**src/rtl/spi_boot_pkg.sv**
```systemverilog
package spi_boot_pkg;
  typedef enum logic [1:0] {ST_IDLE, ST_CMD, ST_ADDR, ST_DATA} boot_st_e;
  localparam logic [7:0] BUS_PULLED_UP = 8'hFF;
  localparam int MAX_ADDR_BYTES = 3;
endpackage

```
**src/rtl/spi_byte_xfer.sv**
```systemverilog
module spi_byte_xfer #(
  parameter int CLK_DIV = 2
) (
  input  logic       clk,
  input  logic       rst,
  input  logic       go,
  input  logic [7:0] tx_byte,
  input  logic       miso,
  output logic       sck,
  output logic       mosi,
  output logic       active,
  output logic       done,
  output logic [7:0] rx_byte
);
  localparam int DIV_W = (CLK_DIV > 1) ? $clog2(CLK_DIV) : 1;
  localparam logic [DIV_W-1:0] DIV_LAST = DIV_W'(CLK_DIV - 1);

  logic [DIV_W-1:0] div_cnt;
  logic [2:0]       bit_cnt;
  logic [7:0]       tx_sh;
  logic [7:0]       rx_sh;

  always_ff @(posedge clk) begin
    if (rst) begin
      div_cnt <= '0;
      bit_cnt <= '0;
      tx_sh   <= '0;
      rx_sh   <= '0;
      rx_byte <= '0;
      sck     <= 1'b0;
      mosi    <= 1'b0;
      active  <= 1'b0;
      done    <= 1'b0;
    end else begin
      done <= 1'b0;
      if (!active) begin
        div_cnt <= '0;
        if (go) begin
          active  <= 1'b1;
          tx_sh   <= tx_byte;
          mosi    <= tx_byte[7];
          bit_cnt <= '0;
        end
      end else if (div_cnt == DIV_LAST) begin
        div_cnt <= '0;
        if (!sck) begin
          sck   <= 1'b1;
          rx_sh <= {rx_sh[6:0], miso};
        end else begin
          sck <= 1'b0;
          if (bit_cnt == 3'd7) begin
            active  <= 1'b0;
            done    <= 1'b1;
            rx_byte <= rx_sh;
          end else begin
            bit_cnt <= bit_cnt + 3'd1;
            tx_sh   <= {tx_sh[6:0], 1'b0};
            mosi    <= tx_sh[6];
          end
        end
      end else begin
        div_cnt <= div_cnt + DIV_W'(1);
      end
    end
  end

  // clock idles low outside a byte
  p_sck_idle_low_r2: assert property (@(posedge clk) disable iff (rst)
    !active |-> !sck);
  // data out only moves while the clock is low
  p_mosi_stable_high_r2: assert property (@(posedge clk) disable iff (rst)
    !$stable(mosi) |-> !sck);
  // a byte completes on a falling clock edge
  p_done_after_fall_r10: assert property (@(posedge clk) disable iff (rst)
    done |-> !sck && !active);
endmodule

```
**src/rtl/spi_boot_seq.sv**
```systemverilog
module spi_boot_seq
  import spi_boot_pkg::*;
#(
  parameter int          BOOT_BYTES = 64,
  parameter int          MEM_AW     = 10,
  parameter logic [7:0]  READ_CMD   = 8'h03
) (
  input  logic              clk,
  input  logic              rst,
  input  logic              start,
  input  logic              x_done,
  input  logic [7:0]        rx_byte,
  output logic              go,
  output logic [7:0]        tx_byte,
  output logic              cs_n,
  output logic              mem_we,
  output logic [MEM_AW-1:0] mem_addr,
  output logic [7:0]        mem_wdata,
  output logic              busy,
  output logic              done,
  output logic              err,
  output logic [1:0]        addr_width
);
  localparam int ZC_W  = $clog2(MAX_ADDR_BYTES + 2);
  localparam int CNT_W = $clog2(BOOT_BYTES + 1);
  localparam logic [CNT_W-1:0] LAST_IDX  = CNT_W'(BOOT_BYTES - 1);
  localparam logic [ZC_W-1:0]  ZC_LIMIT  = ZC_W'(MAX_ADDR_BYTES + 1);

  boot_st_e         st;
  logic [ZC_W-1:0]  zcnt;
  logic [CNT_W-1:0] wcnt;

  always_ff @(posedge clk) begin
    if (rst) begin
      st         <= ST_IDLE;
      zcnt       <= '0;
      wcnt       <= '0;
      go         <= 1'b0;
      tx_byte    <= '0;
      cs_n       <= 1'b1;
      mem_we     <= 1'b0;
      mem_addr   <= '0;
      mem_wdata  <= '0;
      busy       <= 1'b0;
      done       <= 1'b0;
      err        <= 1'b0;
      addr_width <= '0;
    end else begin
      go     <= 1'b0;
      mem_we <= 1'b0;
      case (st)
        ST_IDLE: begin
          if (start) begin
            cs_n       <= 1'b0;
            busy       <= 1'b1;
            done       <= 1'b0;
            err        <= 1'b0;
            addr_width <= '0;
            go         <= 1'b1;
            tx_byte    <= READ_CMD;
            st         <= ST_CMD;
          end
        end
        ST_CMD: begin
          if (x_done) begin
            go      <= 1'b1;
            tx_byte <= 8'h00;
            zcnt    <= ZC_W'(1);
            st      <= ST_ADDR;
          end
        end
        ST_ADDR: begin
          if (x_done) begin
            if (zcnt >= ZC_W'(2) && rx_byte != BUS_PULLED_UP) begin
              addr_width <= 2'(zcnt - ZC_W'(1));
              mem_we     <= 1'b1;
              mem_addr   <= '0;
              mem_wdata  <= rx_byte;
              wcnt       <= CNT_W'(1);
              if (BOOT_BYTES == 1) begin
                cs_n <= 1'b1;
                busy <= 1'b0;
                done <= 1'b1;
                st   <= ST_IDLE;
              end else begin
                go <= 1'b1;
                st <= ST_DATA;
              end
            end else if (zcnt == ZC_LIMIT) begin
              err  <= 1'b1;
              cs_n <= 1'b1;
              busy <= 1'b0;
              st   <= ST_IDLE;
            end else begin
              zcnt <= zcnt + ZC_W'(1);
              go   <= 1'b1;
            end
          end
        end
        ST_DATA: begin
          if (x_done) begin
            mem_we    <= 1'b1;
            mem_addr  <= MEM_AW'(wcnt);
            mem_wdata <= rx_byte;
            if (wcnt == LAST_IDX) begin
              cs_n <= 1'b1;
              busy <= 1'b0;
              done <= 1'b1;
              st   <= ST_IDLE;
            end else begin
              wcnt <= wcnt + CNT_W'(1);
              go   <= 1'b1;
            end
          end
        end
        default: st <= ST_IDLE;
      endcase
    end
  end

  // chip select is released whenever no transaction runs
  p_idle_deselect_r6: assert property (@(posedge clk) disable iff (rst)
    !busy |-> cs_n);
  // no write before an address width is known
  p_write_after_detect_r5: assert property (@(posedge clk) disable iff (rst)
    mem_we |-> addr_width != 2'd0);
  // a detected width does not move during the rest of the load
  p_width_hold_r4: assert property (@(posedge clk) disable iff (rst)
    busy && $past(busy) && $past(addr_width) != 2'd0 |-> $stable(addr_width));
  // error leaves the device deselected and no width reported
  p_err_deselect_r8: assert property (@(posedge clk) disable iff (rst)
    err |-> cs_n && addr_width == 2'd0);
  // completion and failure never coexist
  p_done_err_excl_r7: assert property (@(posedge clk) disable iff (rst)
    !(done && err));
endmodule

```
**src/rtl/spi_boot_prober.sv**
```systemverilog
module spi_boot_prober #(
  parameter int         CLK_DIV    = 2,
  parameter int         BOOT_BYTES = 64,
  parameter int         MEM_AW     = 10,
  parameter logic [7:0] READ_CMD   = 8'h03
) (
  input  logic              clk,
  input  logic              rst,
  input  logic              start,
  input  logic              spi_miso,
  output logic              spi_sck,
  output logic              spi_cs_n,
  output logic              spi_mosi,
  output logic              mem_we,
  output logic [MEM_AW-1:0] mem_addr,
  output logic [7:0]        mem_wdata,
  output logic              busy,
  output logic              done,
  output logic              err,
  output logic [1:0]        addr_width
);
  logic       x_go;
  logic [7:0] x_tx;
  logic       x_active;
  logic       x_done;
  logic [7:0] x_rx;

  spi_byte_xfer #(.CLK_DIV(CLK_DIV)) xfer_i (
    .clk     (clk),
    .rst     (rst),
    .go      (x_go),
    .tx_byte (x_tx),
    .miso    (spi_miso),
    .sck     (spi_sck),
    .mosi    (spi_mosi),
    .active  (x_active),
    .done    (x_done),
    .rx_byte (x_rx)
  );

  spi_boot_seq #(
    .BOOT_BYTES (BOOT_BYTES),
    .MEM_AW     (MEM_AW),
    .READ_CMD   (READ_CMD)
  ) seq_i (
    .clk        (clk),
    .rst        (rst),
    .start      (start),
    .x_done     (x_done),
    .rx_byte    (x_rx),
    .go         (x_go),
    .tx_byte    (x_tx),
    .cs_n       (spi_cs_n),
    .mem_we     (mem_we),
    .mem_addr   (mem_addr),
    .mem_wdata  (mem_wdata),
    .busy       (busy),
    .done       (done),
    .err        (err),
    .addr_width (addr_width)
  );

  // no serial clock activity while deselected
  p_sck_needs_cs_r6: assert property (@(posedge clk) disable iff (rst)
    spi_cs_n |-> !spi_sck && !x_active);
endmodule

```
**config.mk**
```make
export PLATFORM = sky130hd
export DESIGN_NAME = spi_boot_prober
export DESIGN_NICKNAME = d
export VERILOG_FILES = /design/src/rtl/spi_boot_pkg.sv /design/src/rtl/spi_byte_xfer.sv /design/src/rtl/spi_boot_seq.sv /design/src/rtl/spi_boot_prober.sv
export SDC_FILE = /design/constraint.sdc
export NUM_CORES = 1
export LEC_CHECK = 0
export ABC_AREA = 1
export BUFFER_PORTS_ARGS = -buffer_cell sky130_fd_sc_hd__buf_2
export CAP_MARGIN = 40
export CORE_UTILIZATION = 54
export CTS_BUF_LIST = sky130_fd_sc_hd__clkbuf_4
export DETAILED_ROUTE_END_ITERATION = 8
export PLACE_DENSITY_LB_ADDON = 0.08
export RECOVER_POWER = 100
export SLEW_MARGIN = 20
export SYNTH_ARGS = -nofsm -noshare
export SYNTH_HDL_FRONTEND = slang
export SYNTH_SLANG_ARGS = --single-unit
```
**constraint.sdc**
```tcl
create_clock -name clk -period 1.47 [get_ports clk]
set_input_delay 0.147 -clock clk [delete_from_list [all_inputs] [get_ports clk]]
set_output_delay 0.147 -clock clk [all_outputs]
set_load 0.02 [all_outputs]
```
==> results of run 1 <==
==> worst paths after layout <==
check	cells past startpoint	start	slack, ns	to
max	8	seq_i.wcnt[0]	-0.002	seq_i.busy
min	3	spi_miso	0.04	xfer_i.rx_sh[0]
max reg2reg	8	seq_i.wcnt[0]	-0.002	seq_i.busy
min reg2reg	2	seq_i.err	0.45	seq_i.err
==> cells in the mapped netlist (all sizes together) <==
master and number:
o211a 1, a22oi 8, nand4 14, dfxtp 67
nor2 38, conb 1, nand2 82, a21oi 39
nand3 29, ha 5, o22ai 3, buf 11
nor3b 2, a31oi 1, o21ai 21, nor3 5
inv 36, clkbuf 6
==> worst max-delay path: stages, from the launching register on <==
cell and delay [ns]:
dfxtp_2 0.35, ha_1 0.17, nand2_1 0.12, nor2_4 0.19, nand2_1 0.11, a21oi_1 0.19, nand3_1 0.10, nand2_1 0.07
a21oi_1 0.05
==> power breakdown <==
group,total [mW],internal [mW],switching (mW)
combinational,0.438,0.149,0.289
sequential,1.90,1.86,0.0375
clock,1.42,0.705,0.715
total,3.75,2.71,1.04
==> registers in the layout (all words and copies together), names as in the netlist, 2 cells and up <==
| name | cells |
|---|---|
| seq_i.wcnt | 7 |
| xfer_i.rx_sh | 8 |
| seq_i.mem_addr | 7 |
| seq_i.st | 2 |
| xfer_i.tx_sh | 7 |
| xfer_i.rx_byte | 8 |
| seq_i.mem_wdata | 8 |
| seq_i.zcnt | 3 |
| xfer_i.bit_cnt | 3 |
| seq_i.addr_width | 2 |
==> metal layers <==
layer  wire, µm  track usage (%)  vias to the layer above
met1       3070             33.4                     1142
met4         42             10.1                        0
met3        393             4.88                        4
li1           -                -                     1329
met2       2910             34.3                       84
met5          0                0                        -
==> what timing repair did <==
action / 4_1_cts / 5_1_grt
setup buffers: 0 / 3
gates resized for setup: 8 / 31
hold buffers: 0 / 0
pin swaps: 1 / 7
setup endpoints to repair: 15 / 48
gates cloned: 1 / 1
==> layout by cell type (no fill, tap or decap), types with 2 or more instances in the layout <==
cell / n
nand2_1: 71
dfxtp_1: 59
a21oi_1: 39
nor2_1: 34
inv_1: 32
buf_2: 27
buf_4: 24
nand3_1: 23
nand4_1: 14
o21ai_0: 11
o21ai_1: 9
clkbuf_4: 9
dfxtp_2: 8
a22oi_1: 7
nand2_4: 6
nand2_2: 5
nor3_1: 4
nand3_4: 3
inv_6: 3
o22ai_1: 3
nand3_2: 3
ha_1: 3
conb_1: 3
inv_2: 2
nor2_4: 2
nor3b_1: 2
ha_4: 2
clkinv_4: 2
bufinv_16: 2
buf_12: 2
==> layout make-up <==
type	count	area share, %
flip-flops and latches	67	38.4
well taps	70	2.49
repair buffers	54	10.4
clock buffers	9	1.92
clock inverters	7	2.84
multi-input cells	252	39.9
inverters	36	4.09
==> cells by family after synthesis <==
kind of cell,Yosys count
AND/OR/NAND/NOR,170
AO/OA/AOI/OAI,73
flip-flops,67
buffers and inverters,53
adder cells (fa/ha/maj),5
other,1
==> per-stage QoR <==
stage | setup TNS, ns | instances | utilization [%] | setup slack [ns]
2_1_floorplan | 0 | 371 | - | 0.0852
3_3_place_gp | 0 | 474 | 62.3 | 0.0298
3_5_place_dp | -0.0527 | 474 | 62.3 | -0.0353
4_1_cts | -0.00469 | 491 | 66.2 | -0.00469
5_1_grt | -0.321 | 495 | 68.9 | -0.0464
6_report | -0.00173 | 495 | 68.9 | -0.00173
==> results.toml, run 1 <==
[placed_design]
gp_congestion = 0.847
io_buffers = 27
place_area_um2 = 3180
dp_hpwl_um = 4200

[global_routing]
grt_antenna_before_repair = 0
grt_pass1_vias = 2150
grt_max_degree = 44
grt.total_usage_pct = 23.4
gr-total-overflow = 0
grt_pass1_wl_um = 9770

[power_and_ir_drop]
ir_drop_v = 0.00135
p_leak_nw = 1.48
powerDensity_nw_per_um2 = 1070
p_total_mw = 3.75

[detailed_routing]
vias_per_cell = 5.17
antenna_left = 0
routed_wl_um = 6420
drc_errors = 0
drt_iter0_drc = 210
vias = 2559
wire_per_inst_um = 13.0
dr.pass1.iters = 5

[sta]
hold_viol = 0
fin_ws_ns = -0.00173
drv_slew = 0
finalClockSkew_ns = 0.0209
min_period_over_period_pct = 100
fmax_mhz = 679
period_needed_ns = 1.47
holdWs_ns = 0.0353
setup_viol = 1
grt_setup_unrepaired = "yes"

[logic_synthesis]
ys_warn_count = 0
synth_area_leaders = "dfxtp_1 47%, nand2_1 10%, a21oi_1 6.9%"
synth-seq-area-share_pct = 47.1
synth_compound_area_share_pct = 14.0
synth_top_family_by_area = "simple AND/OR/NAND/NOR gates"
muxShareOfSynthArea_pct = 0
avgSynthCellArea_um2 = 7.71
synth_top_area_share_pct = 47.1
synthSimpleGateAreaFrac_pct = 28.4
synth_seq_cells = 67
synth_xor_area_share_pct = 0
syn_inst = 369
yosysTopAreaCell = "dfxtp_1"
synthAdderAreaFrac_pct = 2.20
synth_cell_types = 29
synth_area_um2 = 2850

[cells_and_area]
multi_input_area_um2 = 1400
drive_gt1_share_pct = 25.6
nets = 429
fill_cells = 436
diodes = 0
postLayoutCellArea_um2 = 3520
seq_area_um2 = 1350
synthToLayoutAreaGrowth_pct = 23.6

[outcome]
outcome = "finished with violations"
violations = "setup timing"

[die]
core_area_um2 = 5110
dieArea_um2 = 5570
start_util_pct = 55.7
rows = 26
io_pins = 31
dieHeight_um = 74.6
die_w_um = 74.6

[hold_path]
holdCritPathClass = "input port to flip-flop"

[worst_setup_path]
cp.arrival_ns = 1.75
crit_type = "flip-flop to flip-flop"
worst_setup_path_start_kind = "flip-flop"
endpoint_kind = "flip-flop"
crit_fanout = 3
worstPathRequired_ns = 1.75

[clock_network]
clock_latency_ns = 0.41
cts_tree = "built"
cts_buffers = 9
root_buffer = "clkbuf_4"
cts_sinks = 67
cts.clk_slew.worst_paths_ns = 0.11
cts.path.max_buffers = 2
htreeDepth = 3

[job]
drv_cap = 0
Power figures use the tool's default switching activity.
==> inputs of run 2 (changes only) <==
Settings changed: CORE_UTILIZATION 54 to 60.
Clock period 1.47 ns to 1.45 ns, I/O delays scaled along.
==> run 2 against run 1 <==
  * Sequential power about the same
  * Largest power group unchanged
  * Utilization increased by 10 points
  * The flow still finishes with violations (setup timing)
  * Non-clock buffer count increased by 6
  * Worst hold slack got worse by 0.0064 ns
  * Die area decreased by 9.7%
  * Sequential share of layout area increased by 0.11 points
  * Largest cell class unchanged
  * Maximum frequency decreased by 1.8%
==> results.toml, run 2 (same netlist as run 1, synthesis figures left out) <==
[global_routing]
gr-total-overflow = 0
grt.total_usage_pct = 27.6
grt_pass1_vias = 2473
grt_use_met1_pct = 36.1
top_usage_layer = "met2"
grt_pass1_wl_um = 10900
met3_usage_pct = 4.84
grt_max_degree = 44
met2_usage_pct = 44.3
grt_antenna_before_repair = 0

[sta]
drv_slew = 0
finalClockSkew_ns = 0.0182
fin_ws_ns = -0.0491
min_period_over_period_pct = 103
holdWs_ns = 0.0288
grt_setup_unrepaired = "yes"
hold_viol = 0
setup_viol = 8
fmax_mhz = 667
period_needed_ns = 1.50

[cells_and_area]
synthToLayoutAreaGrowth_pct = 23.2
nets = 434
drive_gt1_share_pct = 22.3
layoutNonFillerInstCount = 482
top_regs = "seq_i.mem_wdata (8), xfer_i.rx_byte (8), xfer_i.rx_sh (8)"
multi_input_area_um2 = 1430
final_util_pct = 78.9
final_common_cell = "nand2_1"
layout_common_cells = "71 x nand2_1, 60 x dfxtp_1, 37 x a21oi_1, 32 x nor2_1, 30 x inv_1"
diodes = 0
seq_area_um2 = 1350
fill_cells = 328

[power_and_ir_drop]
p_leak_nw = 1.40
ir_drop_v = 0.000937
p_total_mw = 3.62
powerDensity_nw_per_um2 = 1030

[clock_network]
cts_sinks = 67
root_buffer = "clkbuf_4"
cts_buffers = 9
cts.clk_slew.worst_paths_ns = 0.12
cts.path.max_buffers = 2
ctsHoldBuffers = 0
cts_tree = "built"
clock_latency_ns = 0.41
htreeDepth = 3

[placed_design]
io_buffers = 27
place_ws_ns = -0.0738
gp_congestion = 0.854
dp_hpwl_um = 4450
dp.cells = 463

[job]
drv_cap = 0

[detailed_routing]
drc_errors = 0
vias_per_cell = 5.56
antenna_left = 0
vias = 2681
wire_per_inst_um = 13.9
drt_iter0_drc = 290
routed_wl_um = 6700
dr.pass1.iters = 7

[worst_setup_path]
endpoint_kind = "flip-flop"
cp.arrival_ns = 1.80
timing.rr.start = "xfer_i.bit_cnt[1]"
cp_slowest_stage_delay_ns = 0.39
crit_path_frequent_cell = "ha_4"
r2r_cells = 8
endpoint = "xfer_i.rx_byte[1]"
crit_fanout = 8
path_cells = "ha_4 > ha_4 > nand2_4 > nor3_4 > buf_6 > clkinvlp_4 > nand3_2 > o21ai_2"
critPathLaunch = "xfer_i.bit_cnt[1]"
reg2reg_setup_slack_ns = -0.05
reg2reg_to = "xfer_i.rx_byte[1]"
crit_type = "flip-flop to flip-flop"
worstPathRequired_ns = 1.75
worst_setup_path_start_kind = "flip-flop"
cpMaxStageDelayCell = "dfxtp_2"

[die]
rows = 24
core_area_um2 = 4440
die_w_um = 70.9
io_pins = 31
dieArea_um2 = 5020
dieHeight_um = 70.9
start_util_pct = 64.0

[outcome]
violations = "setup timing"
outcome = "finished with violations"

[hold_path]
holdCritPathClass = "input port to flip-flop"
-- run 2: changes by cell type in the layout (fill, tap and decap cells not counted), moves of 3 or more --
| cell | before | now |
|---|---|---|
| buf_2 | 27 | 3 |
| buf_4 | 24 | 28 |
| buf_6 | 1 | 4 |
| clkbuf_1 | 0 | 24 |
-- run 2: power by group --
part | internal [mW] | switching, mW | total (mW)
Sequential | 1.88 | 0.0323 | 1.92
Clock | 0.520 | 0.693 | 1.21
Combinational | 0.174 | 0.314 | 0.488
Total | 2.58 | 1.04 | 3.62
-- run 2: timing repair --
| action | in CTS | in global routing |
|---|---|---|
| endpoints found under the setup margin | 20 | 44 |
| pin swaps | 3 | 6 |
| setup buffers | 0 | 2 |
| gates cloned | 1 | 0 |
| endpoints found under the hold margin | 0 | 0 |
| gates resized for setup | 20 | 32 |
-- run 2: final cells by class --
type,count,share of cell area (%)
Sequential cell,67,38.5
Timing Repair Buffer,60,10.8
Clock inverter,7,1.96
Multi-Input combinational cell,251,40.8
Clock buffer,9,1.93
Inverter,36,4.10
Tap cell,52,1.86
-- run 2: routing by layer --
layer  routed length [µm]  part of all wire, %  vias to the layer above
li1                     -                    -                     1338
met1                 3120                   47                     1234
met2                 3140                   47                       98
met3                  339                  5.1                       11
met4                  102                  1.5                        0
met5                    0                    0                        -
-- run 2: critical path, delay by kind of cell, from the launching register on --
| family | cells | cell delay [ns] |
|---|---|---|
| flops | 1 | 0.39 |
| buf+inv | 2 | 0.30 |
| simple gates | 3 | 0.36 |
| compound gates | 1 | 0.06 |
| fa+ha+maj | 2 | 0.28 |
-- run 2: worst min-delay path by stage --
stage,from,endpoint,slack [ns],cells after the start
after global routing,spi_miso,xfer_i.rx_sh[0],0.07,3
after detailed placement,xfer_i.rx_sh[7],xfer_i.rx_byte[7],0.43,2
after CTS,spi_miso,xfer_i.rx_sh[0],0.03,3
after global placement,xfer_i.rx_sh[7],xfer_i.rx_byte[7],0.43,2
after floorplan,start,seq_i.busy,0.33,2
final,spi_miso,xfer_i.rx_sh[0],0.03,3
-- run 2: stage by stage --
| step | instance area [µm²] | TNS, ns |
|---|---|---|
| floorplan | 2850 | 0 |
| global placement | 3200 | 0 |
| detailed placement | 3200 | -0.717 |
| CTS | 3410 | -0.173 |
| global route | 3510 | -2.11 |
| finish | 3510 | -0.238 |
==> inputs of run 3 (changes only) <==
Settings changed: CTS_CLUSTER_DIAMETER set to 150, SETUP_SLACK_MARGIN set to 0.15.
==> run 3 against run 2 <==
  * The run ends with DRC, setup timing left
  * Maximum frequency down 3.1%
  * Utilization is 14 points higher
  * Count of clock-buffer cells in the layout unchanged
  * Register-to-register slack got worse by 0.05 ns
  * Power is 20% higher
==> results.toml, run 3 (same netlist as run 1, synthesis figures left out) <==
[outcome]
outcome = "finished with violations"
violations = "DRC, setup timing"

[die]
rows = 24
start_util_pct = 64.0
core_area_um2 = 4440
io_pins = 31
die_w_um = 70.9
dieHeight_um = 70.9
dieArea_um2 = 5020

[clock_network]
clock_latency_ns = 0.44
cts_sinks = 67
cts_buffers = 9
cts_tree = "built"
cts.clk_slew.worst_paths_ns = 0.12
root_buffer = "clkbuf_4"
htreeDepth = 3
cts.path.max_buffers = 2

[placed_design]
dp_hpwl_um = 4140
gp_congestion = 0.817
place_area_um2 = 3230
io_buffers = 27
dp.cells = 455

[worst_setup_path]
reg2reg_setup_slack_ns = -0.1
timing.rr.start = "xfer_i.bit_cnt[1]"
worst_setup_path_start_kind = "flip-flop"
worst-path-stages = 7
cpMaxStageDelayCell = "dfxtp_2"
r2r_cells = 7
worstPathRequired_ns = 1.77
endpoint_kind = "flip-flop"
path_cells = "ha_4 > ha_4 > nand2_4 > nand3_4 > buf_12 > a22oi_2 > nor2_1"
cp.arrival_ns = 1.87
reg2reg_to = "xfer_i.tx_sh[6]"
cp_num_buf_inv = 1
crit_fanout = 6
cp_slowest_stage_delay_ns = 0.37
cpLargestDelayFamily = "flip-flops"
crit_type = "flip-flop to flip-flop"
crit_path_frequent_cell = "ha_4"
critPathLaunch = "xfer_i.bit_cnt[1]"

[detailed_routing]
drc_errors = 8
vias = 3280
vias_per_cell = 6.59
dr.pass1.iters = 8
routed_wl_um = 10900
drt_iter0_drc = 543
wire_per_inst_um = 21.9
antenna_left = 0

[sta]
grt_setup_unrepaired = "yes"
period_needed_ns = 1.55
fin_ws_ns = -0.0971
fmax_mhz = 646
min_period_over_period_pct = 107
holdWs_ns = 0.0885
drv_slew = 0
finalClockSkew_ns = 0.00951
fin_setup_tns_ns = -0.366
worstMarginPinSlew_ns = 0.513
hold_viol = 0
setup_viol = 10
relSlewSlack_pct = 65.8

[hold_path]
holdCritPathClass = "input port to flip-flop"
whs_path_depth = 3
min_to = "xfer_i.bit_cnt[0]"
worstHoldStart = "rst"

[cells_and_area]
seq_area_um2 = 1380
nets = 450
final_common_cell = "dfxtp_1"
layout_common_cells = "47 x dfxtp_1, 39 x nand2_1, 34 x a21oi_1, 34 x buf_4, 29 x nand2_2"
top_regs = "seq_i.mem_wdata (8), xfer_i.rx_byte (8), xfer_i.rx_sh (8)"
diodes = 0
drive_gt1_share_pct = 47.5
layoutNonFillerInstCount = 498
synthToLayoutAreaGrowth_pct = 45.1
final_util_pct = 93.0
postLayoutCellArea_um2 = 4130
multi_input_area_um2 = 1740
fill_cells = 147

[power_and_ir_drop]
p_clk_share_pct = 38.7
p_int_mw = 3.05
p_sw_share_pct = 29.6
p_leak_nw = 1.71
netSwitchingPower_mw = 1.28
share_comb_of_total_power_pct = 16.5
ir_drop_v = 0.00113
powerDensity_nw_per_um2 = 1050
power_frac_seq_pct = 44.8

[global_routing]
grt_max_degree = 44
gr-total-overflow = 0
grt.total_usage_pct = 33.1
grt_pass1_vias = 2642
grt_pass1_wl_um = 12700
grt_antenna_before_repair = 0

[job]
drv_cap = 0
==> run 3: changes by cell type in the layout (fill, tap and decap cells not counted), sizes merged <==
cell and delta:
buf +37, clkbuf -24, clkinv -3, bufinv +2, inv +2, nand2 +2
clkinvlp -1, dlygate4sd3 +1
==> run 3: worst min-delay path: stages <==
cell	delay, ns
buf_2	0.09
inv_1	0.10
o211a_1	0.16
==> run 3: worst max path at each step <==
stage	slack, ns	to
floorplan	0.11	xfer_i.rx_byte[0]
global placement	0.02	xfer_i.rx_byte[7]
detailed placement	-0.02	xfer_i.rx_byte[2]
CTS	0.01	xfer_i.tx_sh[2]
global route	-0.12	xfer_i.tx_sh[6]
finish	-0.1	xfer_i.tx_sh[6]
==> run 3: cell type report <==
cell class              count  area share, %
clock buffers               9           1.64
clock inverters             7           3.03
inverters                  36           3.69
multi-input cells         253           42.0
flip-flops and latches     67           33.4
well taps                  52           1.57
repair buffers             74           14.6
==> run 3: repair_timing <==
| action | 4_1_cts | 5_1_grt |
|---|---|---|
| hold buffers | 1 | 0 |
| buffers inserted | 13 | 9 |
| endpoints found under the setup margin | 53 | 56 |
| gates resized for setup | 53 | 85 |
| cloned | 4 | 0 |
| pin swaps | 21 | 31 |
| hold endpoints to repair | 1 | 0 |
==> run 3: through the flow <==
step | worst slack [ns] | power, mW
after floorplan | 0.113 | 2.26
after global placement | 0.0183 | 2.39
after detailed placement | -0.0196 | 2.40
after CTS | 0.00966 | 4.16
after global routing | -0.125 | 4.42
final | -0.0971 | 4.34
==> run 3: layer usage <==
layer	routed length [µm]	GRT usage [%]	vias up
li1	-	-	1383
met2	5140	52.5	266
met4	672	20.2	0
met5	0	0	-
met3	1090	5.84	78
met1	3980	42.1	1553
==> run 3: power groups by stage <==
| stage | sequential, mW | clock (mW) | combinational (mW) |
|---|---|---|---|
| detailed placement | 1.96 | 0 | 0.434 |
| floorplan | 1.97 | 0 | 0.291 |
| global placement | 1.96 | 0 | 0.427 |
| global route | 1.94 | 1.74 | 0.740 |
| finish | 1.94 | 1.68 | 0.716 |
| CTS | 1.93 | 1.63 | 0.604 |
